**src/rtl/rtc_centi.sv**
```systemverilog
module rtc_centi #(
  parameter int TICK_DIV = 500000
) (
  input  logic       clk,
  input  logic       rst,
  input  logic       preset_n,
  input  logic       hold_n,
  input  logic [7:0] min_sw,
  output logic [6:0] seg5,
  output logic [6:0] seg4,
  output logic [6:0] seg3,
  output logic [6:0] seg2,
  output logic [6:0] seg1,
  output logic [6:0] seg0
);
  localparam int PW = (TICK_DIV > 1) ? $clog2(TICK_DIV) : 1;
  localparam logic [PW-1:0] PRE_LAST = PW'(TICK_DIV - 1);

  logic [1:0] pre_sync, hold_sync;
  logic [PW-1:0] pre_cnt;
  logic [3:0] m1, m0, s1, s0, c1, c0;

  wire preset_act = ~pre_sync[1];
  wire hold_act   = ~hold_sync[1];
  wire run        = ~preset_act & ~hold_act;
  wire tick       = run & (pre_cnt == PRE_LAST);

  wire c0_wrap = tick    & (c0 == 4'd9);
  wire c1_wrap = c0_wrap & (c1 == 4'd9);
  wire s0_wrap = c1_wrap & (s0 == 4'd9);
  wire s1_wrap = s0_wrap & (s1 == 4'd5);
  wire m0_wrap = s1_wrap & (m0 == 4'd9);

  wire [3:0] sw_tens  = (min_sw[7:4] > 4'd5) ? 4'd5 : min_sw[7:4];
  wire [3:0] sw_units = (min_sw[3:0] > 4'd9) ? 4'd9 : min_sw[3:0];

  always_ff @(posedge clk) begin
    if (rst) begin
      pre_sync  <= 2'b11;
      hold_sync <= 2'b11;
    end else begin
      pre_sync  <= {pre_sync[0], preset_n};
      hold_sync <= {hold_sync[0], hold_n};
    end
  end

  always_ff @(posedge clk) begin
    if (rst)       pre_cnt <= '0;
    else if (tick) pre_cnt <= '0;
    else if (run)  pre_cnt <= pre_cnt + 1'b1;
  end

  always_ff @(posedge clk) begin
    if (rst) begin
      {m1, m0, s1, s0, c1, c0} <= '0;
    end else begin
      if (tick)    c0 <= (c0 == 4'd9) ? 4'd0 : c0 + 4'd1;
      if (c0_wrap) c1 <= (c1 == 4'd9) ? 4'd0 : c1 + 4'd1;
      if (c1_wrap) s0 <= (s0 == 4'd9) ? 4'd0 : s0 + 4'd1;
      if (s0_wrap) s1 <= (s1 == 4'd5) ? 4'd0 : s1 + 4'd1;
      if (preset_act) begin
        m1 <= sw_tens;
        m0 <= sw_units;
      end else begin
        if (s1_wrap) m0 <= (m0 == 4'd9) ? 4'd0 : m0 + 4'd1;
        if (m0_wrap) m1 <= (m1 == 4'd5) ? 4'd0 : m1 + 4'd1;
      end
    end
  end

  function automatic logic [6:0] seg7(input logic [3:0] d);
    case (d)
      4'd0: seg7 = 7'h40;
      4'd1: seg7 = 7'h79;
      4'd2: seg7 = 7'h24;
      4'd3: seg7 = 7'h30;
      4'd4: seg7 = 7'h19;
      4'd5: seg7 = 7'h12;
      4'd6: seg7 = 7'h02;
      4'd7: seg7 = 7'h78;
      4'd8: seg7 = 7'h00;
      4'd9: seg7 = 7'h10;
      default: seg7 = 7'h7F;
    endcase
  endfunction

  assign seg5 = seg7(m1);
  assign seg4 = seg7(m0);
  assign seg3 = seg7(s1);
  assign seg2 = seg7(s0);
  assign seg1 = seg7(c1);
  assign seg0 = seg7(c0);

  wire [23:0] bcd_now = {m1, m0, s1, s0, c1, c0};
endmodule


```
**config.mk**
```make
export PLATFORM = sky130hd
export DESIGN_NAME = rtc_centi
export DESIGN_NICKNAME = d
export VERILOG_FILES = /design/src/rtl/rtc_centi.sv
export SDC_FILE = /design/constraint.sdc
export NUM_CORES = 1
export LEC_CHECK = 0
export CAP_MARGIN = 20
export CELL_PAD_IN_SITES_DETAIL_PLACEMENT = 1
export CELL_PAD_IN_SITES_GLOBAL_PLACEMENT = 2
export CORE_MARGIN = 2
export CORE_UTILIZATION = 31
export DETAILED_ROUTE_END_ITERATION = 10
export PLACE_DENSITY = 0.75
export SLEW_MARGIN = 40
export SYNTH_ARGS = -nofsm -noshare
export SYNTH_HDL_FRONTEND = slang
export SYNTH_SLANG_ARGS = --single-unit
export TNS_END_PERCENT = 1
```
**constraint.sdc**
```tcl
create_clock -name clk -period 2.8 [get_ports clk]
set_input_delay 0.56 -clock clk [delete_from_list [all_inputs] [get_ports clk]]
set_output_delay 0.56 -clock clk [all_outputs]
set_load 0.03 [all_outputs]
```
; Word level (Yosys, flattened, before mapping)
; Memory sizes are Yosys's and may differ from the RTL's. A register that Yosys moved wholly into a read port is not among the register bits.
; Index checks and enable logic that the tools add are counted.
[word_totals]
output_inout_bits = 42
ram_bits = 0
inputBits = 12
wordCells = 65
latch_bits = 0
mem_bits_ro = 672
n_memories = 6
ff_bits = 47
[memory_table]
columns = name, depth, word_bits, rd, rd_clocked_by_memory_dff, write_ports, line_no
row1 = (name not given), 16, 7, 1, 1, 0, 72  ; case (d)
row2 = (name not given), 16, 7, 1, 1, 0, 72
row3 = (name not given), 16, 7, 1, 1, 0, 72
row4 = (name not given), 16, 7, 1, 1, 0, 72
row5 = (name not given), 16, 7, 1, 1, 0, 72
row6 = (name not given), 16, 7, 1, 1, 0, 72
[classes]
magnitude_cmp = 2
eq_ne = 9
n_reduce_logical = 1
div = 0
mux = 24
add_sub_neg = 7
shift = 0
bitwise = 7
multipliers = 0
[op_table]
columns = op, n
row1 = two-way mux 4 bit, 24
row2 = adder 4 x 1 -> 4 bit (second input constant), 6
row3 = adder 19 x 1 -> 19 bit (second input constant), 1
row4 = == test 19 bit (second input constant), 1
row5 = == test 4 bit (second input constant), 4
row6 = == test 4 x 3 -> 1 bit (second input constant), 2
row7 = bitwise AND 1 bit, 7
row8 = greater-than comparator 4 x 3 -> 1 bit (second input constant), 1
row9 = greater-than comparator 4 bit (second input constant), 1
row10 = inequality test 2 x 1 -> 1 bit (second input constant), 2
row11 = OR reduction 2 bit, 1

; Logic depth before layout (Yosys ltp)
; Gate-level depths: netlist of the first run.
[logic_depth]
depth_word = 11
depth_mapped = 15
mapped_depth_nobuf = 14

; Worst setup path before layout of the first run
; Ideal clock, no wire load.
[synth_path]
path_type = register -> register
start = register pre_cnt[0]
end = register seg5[3] (netlist name)
setup_ns = 0.116
arrival_time_ns = 2.802
path_stages_with_launch = 12
required_time_ns = 2.684
n_path_buf = 2
period_less_slack_ns = 2.919
slack_ns = -0.119
cell_sequence = dfxtp_1 > ha_1 > and4_1 > buf_2 > nand3_4 > or4_1 > buf_4 > xnor2_1 > a211oi_1 > inv_1 > ha_1 > o211a_1
[synth_via]
elab_chain_cells = 10
[synth_rtl]
columns = item, line_no
row1 = start: declaration, 20  ; logic [PW-1:0] pre_cnt;
row2 = start signal: assignment, 50  ; else if (run) pre_cnt <= pre_cnt + 1'b1;
row3 = == test 19 bit, 26  ; wire tick = run & (pre_cnt == PRE_LAST);
row4 = bitwise AND 1 bit, 26
row5 = bitwise AND 1 bit, 28  ; wire c0_wrap = tick & (c0 == 4'd9);
row6 = bitwise AND 1 bit, 29  ; wire c1_wrap = c0_wrap & (c1 == 4'd9);
row7 = bitwise AND 1 bit, 30  ; wire s0_wrap = c1_wrap & (s0 == 4'd9);
row8 = bitwise AND 1 bit, 31  ; wire s1_wrap = s0_wrap & (s1 == 4'd5);
row9 = bitwise AND 1 bit, 32  ; wire m0_wrap = s1_wrap & (m0 == 4'd9);
row10 = inequality test 2 x 1 -> 1 bit (no line), --
row11 = two-way mux 4 bit (no line) (2 in series), --
; Every way passes these cells.
; A chain may end at the register's enable or synchronous reset.

; Worst setup path in the final report of the first run
[layout_path]
start = register pre_cnt[9]
end = register seg2[4] (netlist name)
[layout_via]
elab_chain_cells = 6
[layout_rtl]
columns = item, line_no
row1 = == test 19 bit, 26
row2 = bitwise AND 1 bit, 26
row3 = bitwise AND 1 bit, 28
row4 = bitwise AND 1 bit, 29
row5 = two-way mux 4 bit (no line) (2 in series), --
; Every way passes these cells.

==> results of run 1 <==
-- layout make-up --
| type | instances | area share |
|---|---|---|
| clock buffer | 12 | 0.0374 |
| clock inverter | 3 | 0.00583 |
| inverter | 41 | 0.0224 |
| multi-input combinational | 437 | 0.456 |
| sequential | 89 | 0.261 |
| tap | 216 | 0.0394 |
| timing repair buffer | 144 | 0.178 |
-- worst register-to-register path: stages (launching register included) --
cell	delay (ns)
dfxtp_4	0.36
nor4b_4	0.25
buf_4	0.18
nand3_4	0.11
nor4b_4	0.22
buf_4	0.18
buf_4	0.11
xnor2_1	0.08
nor2_1	0.18
inv_2	0.06
ha_2	0.19
nand2b_1	0.18
a2111oi_4	0.35
mux2_4	0.19
-- through the flow --
| step | instances | setup WS (ns) |
|---|---|---|
| after global placement | 913 | -0.0519 |
| final | 942 | 0.112 |
| after global routing | 942 | -0.0422 |
| after floorplan | 595 | -0.0133 |
| after detailed placement | 913 | -0.174 |
| after CTS | 929 | -0.0212 |
-- kinds of logic after synthesis --
group,share of synthesized area
xor gates and xnor gates,0.0452
DFF,0.354
AOI/OAI and AO/OA,0.187
buffers and inverters,0.0534
muxes,0.0420
and+or+nand+nor,0.242
adders and majority gates,0.0770
-- cells in the mapped netlist, drive strengths merged, types with 2 or more instances --
| cell type | count |
|---|---|
| nand2b | 6 |
| a22oi | 2 |
| mux2 | 7 |
| nand3b | 3 |
| and4bb | 5 |
| clkbuf | 19 |
| a21boi | 4 |
| nor2b | 7 |
| a2111oi | 3 |
| nand4 | 7 |
| a21oi | 42 |
| o211a | 5 |
| nand2 | 45 |
| or2 | 5 |
| xnor2 | 12 |
| inv | 40 |
| o41ai | 2 |
| o31ai | 7 |
| a21o | 2 |
| nor4 | 7 |
| nor4b | 3 |
| nor2 | 66 |
| or3 | 7 |
| o31a | 3 |
| dfxtp | 89 |
| ha | 31 |
| o21ai | 37 |
| a31oi | 4 |
| nand3 | 18 |
| mux2i | 12 |
| buf | 9 |
| o22ai | 8 |
| nor3b | 6 |
| and3 | 7 |
| a311o | 3 |
| a211oi | 6 |
| and4 | 5 |
| xor2 | 14 |
| nor3 | 17 |
-- worst max path at each step --
stage | to | startpoint
after floorplan | seg5[3]$_DFF_P_ | pre_cnt[0]$_SDFFE_PP0P_
after global placement | seg2[4]$_DFF_P_ | pre_cnt[9]$_SDFFE_PP0P_
after detailed placement | seg2[4]$_DFF_P_ | pre_cnt[1]$_SDFFE_PP0P_
after CTS | seg2[4]$_DFF_P_ | pre_cnt[9]$_SDFFE_PP0P_
after global routing | seg2[4]$_DFF_P_ | pre_cnt[9]$_SDFFE_PP0P_
final | seg2[4]$_DFF_P_ | pre_cnt[9]$_SDFFE_PP0P_
-- repair_timing --
item,4_1_cts,5_1_grt
gates cloned,0,0
setup endpoints to repair,13,25
buffers inserted,1,13
pin swaps,1,15
hold endpoints to repair,0,0
gates resized for setup,11,37
-- routing by layer --
layer	vias to the layer above	track usage	routed length, um
met2	45	0.294	7250
met4	0	0.0399	112
li1	2340	-	-
met3	10	0.0421	348
met5	-	0	0
met1	2290	0.199	6430
-- registers in the layout, summed over array words and instances, names as in the netlist --
signal	count
pre_cnt	19
seg1	7
seg5	7
m0	4
c1	4
seg4	7
m1	4
s0	4
c0	4
pre_sync	2
s1	4
seg0	7
hold_sync	2
seg3	7
seg2	7
-- layout by cell type (no fill, tap or decap), types with 3 or more instances in the layout --
| master | count |
|---|---|
| a211oi_1 | 3 |
| a21boi_0 | 3 |
| a21oi_1 | 38 |
| a21oi_2 | 4 |
| a311o_1 | 3 |
| a31oi_1 | 4 |
| and3_1 | 7 |
| and4_1 | 4 |
| and4bb_2 | 5 |
| buf_4 | 90 |
| clkbuf_16 | 9 |
| clkdlybuf4s50_1 | 52 |
| dfxtp_1 | 84 |
| dfxtp_2 | 4 |
| ha_1 | 26 |
| ha_2 | 5 |
| inv_1 | 37 |
| inv_2 | 3 |
| mux2_2 | 5 |
| mux2i_1 | 9 |
| nand2_1 | 41 |
| nand2_2 | 4 |
| nand2b_1 | 5 |
| nand3_1 | 15 |
| nand4_1 | 6 |
| nor2_1 | 60 |
| nor2_2 | 6 |
| nor2b_1 | 7 |
| nor3_1 | 16 |
| nor3b_1 | 6 |
| nor4_1 | 5 |
| o211a_1 | 5 |
| o21ai_0 | 35 |
| o22ai_1 | 8 |
| o31ai_1 | 6 |
| or2_2 | 5 |
| or3_1 | 6 |
| xnor2_1 | 12 |
| xor2_1 | 13 |
-- power groups by stage --
| stage | combinational (mW) | clock, mW | sequential, mW |
|---|---|---|---|
| CTS | 0.221 | 1.28 | 1.31 |
| finish | 0.224 | 1.22 | 1.30 |
| floorplan | 0.0940 | 0 | 1.36 |
| global route | 0.246 | 1.32 | 1.31 |
| detailed placement | 0.219 | 0 | 1.33 |
| global placement | 0.214 | 0 | 1.33 |
==> qor.yml, run 1 <==
worst_setup_path:
  critPathTopFamily: "simple AND/OR/NAND/NOR gates"
  rr_startpoint: "pre_cnt[9]$_SDFFE_PP0P_"
  crit_path_cell_trace: "nor4b_4 -> buf_4 -> nand3_4 -> nor4b_4 -> buf_4 -> buf_4 -> xnor2_1 -> nor2_1 -> inv_2 -> ha_2 -> nand2b_1 -> a2111oi_4 -> mux2_4"
  path_buf_inv: 4
  critPathCaptureType: "flip-flop"
  cpPeakStageDelay_ns: 0.36
  path_common_cell: "buf_4"
  cp_num_cells: 13
  worst-r2r-setup-slack_ns: 0.11
  arrival_ns: 2.99
  cp_max_fo: 4
  start_kind: "flip-flop"
  required_ns: 3.10
  worstSetupPathType: "reg2reg"
  cp_slowest_cell: "dfxtp_4"
  reg2regPathDepth: 13
  r2r_end: "seg2[4]$_DFF_P_"
drt:
  vias_per_cell: 4.97
  vias: 4685
  drt.antenna.violating_nets: 0
  drtIter0Drc: 169
  drtPass1Iterations: 4
  drt-total-wl_um: 14100
  drc: 0
  wire_per_inst_um: 15.0
cts:
  clkLatencyLatePin_ns: 0.35
  cts_tree: "done"
  htree_levels: 3
  clock-sinks: 89
  holdBufCountCts: 0
  cts.reportedPaths.clkPinSlew_ns: 0.06
  cts_made_buffers: 9
  clockBufferDepth: 2
  clockRootBuffer: "clkbuf_16"
finish:
  antenna_cells: 0
  drive_above_1_share: 0.248
  postLayoutCellArea_mm2: 0.00687
  multi_input_area_mm2: 0.00313
  area_growth_pct: 36.3
  regArea_mm2: 0.00179
  final_util: 0.432
  num-fill-cells: 1888
  fin_nets: 765
min_path:
  holdCritStartpoint: "pre_sync[0]$_SDFF_PP1_"
  min_to: "pre_sync[1]$_SDFF_PP1_"
  hp-class: "reg2reg"
  hold_path_depth: 1
synthesis:
  synth_ff_type: "dfxtp_1"
  synthesis.area_mm2: 0.00504
  syn_avg_cell_area_um2: 8.46
  seq_area_frac_synth: 0.354
  yosys.area.top_type: "dfxtp_1"
  ys_seq_elements: 89
  syn_nets: 638
  synth_edf_count: 0
  ys_top_cells_by_area: "dfxtp_1, ha_1, nor2_1"
  async_flop_share: 0
  ys.warnings.count: 0
  ys_types: 74
  synth.top_cell.area_share: 0.354
  syn_inst: 595
power_and_ir_drop:
  max-vdd-ir-drop_v: 0.000281
  power_switching_share: 0.228
  p_clk_frac: 0.444
  p_switching_mw: 0.627
  power.internal_mw: 2.13
  p_leak_nw: 2.74
  powerDensity_mw_per_mm2: 401
  share_seq_of_total_power: 0.474
  report.power.total_mw: 2.75
  combPwrFrac: 0.082
placed_design:
  dp_hpwl_um: 10700
  io_buffers: 53
  placed_cell_area_mm2: 0.00631
  gp_congestion: 0.859
floorplan:
  ioPinCount: 54
  start_util: 0.317
  die_x_um: 131
  die-area_mm2: 0.0173
  rows: 46
  die_h_um: 131
  core_mm2: 0.0159
timing:
  finalSetupViolCount: 0
  finClkSkew_ns: 0.00772
  rsz0062_at_grt: "yes"
  period_needed_ns: 2.69
  min_period_over_period: 0.960
  slew_headroom: 0.574
  finalHoldViolCount: 0
  max_freq_mhz: 372
  slew_violations: 0
  whs_ns: 0.420
  tightest_slew_ns: 0.639
  setup_tns_ns: 0
global_route:
  grt_pass1_vias: 4826
  grt_max_degree: 29
  antenna_found_initial: 0
  grt_usage: 0.165
  grt_pass1_wl_um: 23700
  grt_overflow_total: 0
run:
  maxCapViolCount: 0
status:
  status: "finished, final reports clean"
(Power assumes the default switching activity.)
==> run 2: changes to the inputs <==
--- a/config.mk
+++ b/config.mk
@@ -12,7 +12,7 @@
 export CORE_UTILIZATION = 31
 export DETAILED_ROUTE_END_ITERATION = 10
 export PLACE_DENSITY = 0.75
-export SLEW_MARGIN = 40
+export RECOVER_POWER = 25
 export SYNTH_ARGS = -nofsm -noshare
 export SYNTH_HDL_FRONTEND = slang
 export SYNTH_SLANG_ARGS = --single-unit
==> results of run 2 <==
Same layout as run 1: the final DEF is identical, and so are final timing and power.
==> run 3: changes to the inputs <==
--- a/config.mk
+++ b/config.mk
@@ -9,9 +9,10 @@
 export CELL_PAD_IN_SITES_DETAIL_PLACEMENT = 1
 export CELL_PAD_IN_SITES_GLOBAL_PLACEMENT = 2
 export CORE_MARGIN = 2
-export CORE_UTILIZATION = 31
+export CORE_UTILIZATION = 32
+export CTS_BUF_LIST = sky130_fd_sc_hd__clkbuf_2
 export DETAILED_ROUTE_END_ITERATION = 10
-export PLACE_DENSITY = 0.75
+export PLACE_DENSITY = 0.77
 export RECOVER_POWER = 25
 export SYNTH_ARGS = -nofsm -noshare
 export SYNTH_HDL_FRONTEND = slang
==> qor.yml, run 3 (synthesis results as in run 1) <==
power_and_ir_drop:
  share_seq_of_total_power: 0.550  # was 0.474
  p_clk_frac: 0.352  # was 0.444
  power_switching_share: 0.255  # was 0.228
  combPwrFrac: 0.097  # was 0.082
  p_leak_nw: 2.73  # was 2.74 nW
  power.internal_mw: 1.78  # was 2.13 mW
  powerDensity_mw_per_mm2: 348  # was 401 mW/mm^2
  p_switching_mw: 0.607  # was 0.627 mW
  max-vdd-ir-drop_v: 0.000211  # was 0.000281 V
status:
  status: "finished, final reports clean"  # unchanged
global_route:
  grtUsageMet2: 0.316  # was 0.294
  antenna_found_initial: 1  # was 0
  grt.busiest_layer: "met2"  # unchanged
  grt_overflow_total: 0  # unchanged
  grt_max_degree: 32  # was 29
  grt_pass1_wl_um: 24100  # was 23700 um
  use_met3: 0.0306  # was 0.0421
  grt_usage: 0.180  # was 0.165
  grt_pass1_vias: 4912  # was 4826
  met1_usage: 0.220  # was 0.199
finish:
  fin_nets: 768  # was 765
  num-fill-cells: 1814  # was 1888
  mostFrequentLayoutCell: "buf_4"  # unchanged
  layout_common_cells: "buf_4, dfxtp_1, nor2_1"  # unchanged
  multi_input_area_mm2: 0.00325  # was 0.00313 mm^2
  postLayoutCellArea_mm2: 0.00686  # was 0.00687 mm^2
  fin_cells: 942  # unchanged
  regArea_mm2: 0.00179  # about the same
  area_growth_pct: 36.2  # was 36.3%
  drive_above_1_share: 0.267  # was 0.248
  regMostFlops: "pre_cnt"  # unchanged
  largest_reg_flops: 19  # unchanged
min_path:
  hp-class: "reg2reg"  # unchanged
cts:
  cts.reportedPaths.clkPinSlew_ns: 0.23  # was 0.06 ns
  cts_made_buffers: 9  # unchanged
  clock-sinks: 89  # unchanged
  clockBufferDepth: 2  # unchanged
  cts_tree: "done"  # unchanged
  clockRootBuffer: "clkbuf_2"  # was clkbuf_16
  htree_levels: 3  # unchanged
  clkLatencyLatePin_ns: 0.63  # was 0.35 ns
placed_design:
  gp_congestion: 0.799  # was 0.859
  placed_cell_area_mm2: 0.00629  # was 0.00631 mm^2
  io_buffers: 53  # unchanged
  dp.cells: 905  # was 913
  dp_hpwl_um: 10600  # was 10700 um
floorplan:
  die_x_um: 129  # was 131 um
  die_h_um: 129  # was 131 um
  ioPinCount: 54  # unchanged
  rows: 45  # was 46
  start_util: 0.329  # was 0.317
  die-area_mm2: 0.0168  # was 0.0173 mm^2
  core_mm2: 0.0153  # was 0.0159 mm^2
worst_setup_path:
  required_ns: 3.32  # was 3.10 ns
  cp_max_fo: 4  # unchanged
  critPathCaptureType: "flip-flop"  # unchanged
  arrival_ns: 3.24  # was 2.99 ns
  worstSetupPathType: "reg2reg"  # unchanged
  start_kind: "flip-flop"  # unchanged
timing:
  min_period_over_period: 0.970  # was 0.960
  whs_ns: 0.446  # was 0.420 ns
  finClkSkew_ns: 0.0376  # was 0.00772 ns
  slew_violations: 0  # unchanged
  slew_headroom: 0.454  # was 0.574
  tightest_slew_ns: 0.820  # was 0.639 ns
  period_needed_ns: 2.72  # was 2.69 ns
  max_freq_mhz: 368  # was 372 MHz
  finalHoldViolCount: 0  # unchanged
  finalSetupViolCount: 0  # unchanged
  rsz0062_at_grt: "yes"  # unchanged
drt:
  drc: 0  # unchanged
  vias_per_cell: 5.03  # was 4.97
  vias: 4740  # was 4685
  drtPass1Iterations: 4  # unchanged
  drtIter0Drc: 215  # was 169
  drt-total-wl_um: 14700  # was 14100 um
  wire_per_inst_um: 15.6  # was 15.0 um
  drt.antenna.violating_nets: 0  # unchanged
run:
  maxCapViolCount: 0  # unchanged
## run 3: final timing paths
kind / cells after the start / from / endpoint / slack, ns
max: 13 / pre_cnt[0]$_SDFFE_PP0P_ / seg2[4]$_DFF_P_ / 0.08
max reg2reg: 13 / pre_cnt[0]$_SDFFE_PP0P_ / seg2[4]$_DFF_P_ / 0.08
min: 1 / hold_sync[0]$_SDFF_PP1_ / hold_sync[1]$_SDFF_PP1_ / 0.45
min reg2reg: 1 / hold_sync[0]$_SDFF_PP1_ / hold_sync[1]$_SDFF_PP1_ / 0.45
## run 3: power groups by stage
stage	sequential [mW]	combinational, mW	clock (mW)
CTS	1.31	0.227	0.877
global placement	1.33	0.212	0
floorplan	1.36	0.0940	0
detailed placement	1.33	0.217	0
finish	1.31	0.232	0.840
global route	1.32	0.253	0.936
## run 3: critical path: stages (launching register included)
cell,delay [ns]
dfxtp_2,0.42
ha_4,0.14
and4_4,0.29
nand3_4,0.12
nor4b_4,0.22
buf_4,0.18
buf_12,0.11
nand2_4,0.06
mux2i_4,0.19
nor2_2,0.15
ha_2,0.22
o211a_1,0.19
a2111oi_4,0.04
mux2_4,0.30
## run 3: cell type report
class,instances,share of cell area
Multi-Input combinational cell,437,0.474
Sequential cell,89,0.261
Timing Repair Buffer,147,0.181
Tap cell,211,0.0385
Inverter,41,0.0224
Clock inverter,7,0.0159
Clock buffer,9,0.00657
Antenna cell,1,0.000365
## run 3: routing by layer
metal / wire [um] / vias to the layer above
met5: 0 / -
met4: 257 / 0
met3: 281 / 16
met2: 7370 / 50
met1: 6740 / 2312
li1: - / 2362
## run 3: through the flow
stage | power, mW | setup WS (ns) | util | setup TNS [ns]
4_1_cts | 2.41 | 0.0182 | 0.426 | 0
3_5_place_dp | 1.55 | -0.155 | 0.410 | -1.20
3_3_place_gp | 1.54 | -0.0265 | 0.410 | -0.0265
5_1_grt | 2.50 | -0.109 | 0.448 | -0.442
6_report | 2.38 | 0.0845 | 0.448 | 0
2_1_floorplan | 1.46 | -0.0133 | - | -0.0133
## run 3: timing repair
item	CTS	global route
resized for setup	17	61
hold buffers	0	0
pin swaps	6	31
buffers inserted	6	14
endpoints found under the setup margin	22	25
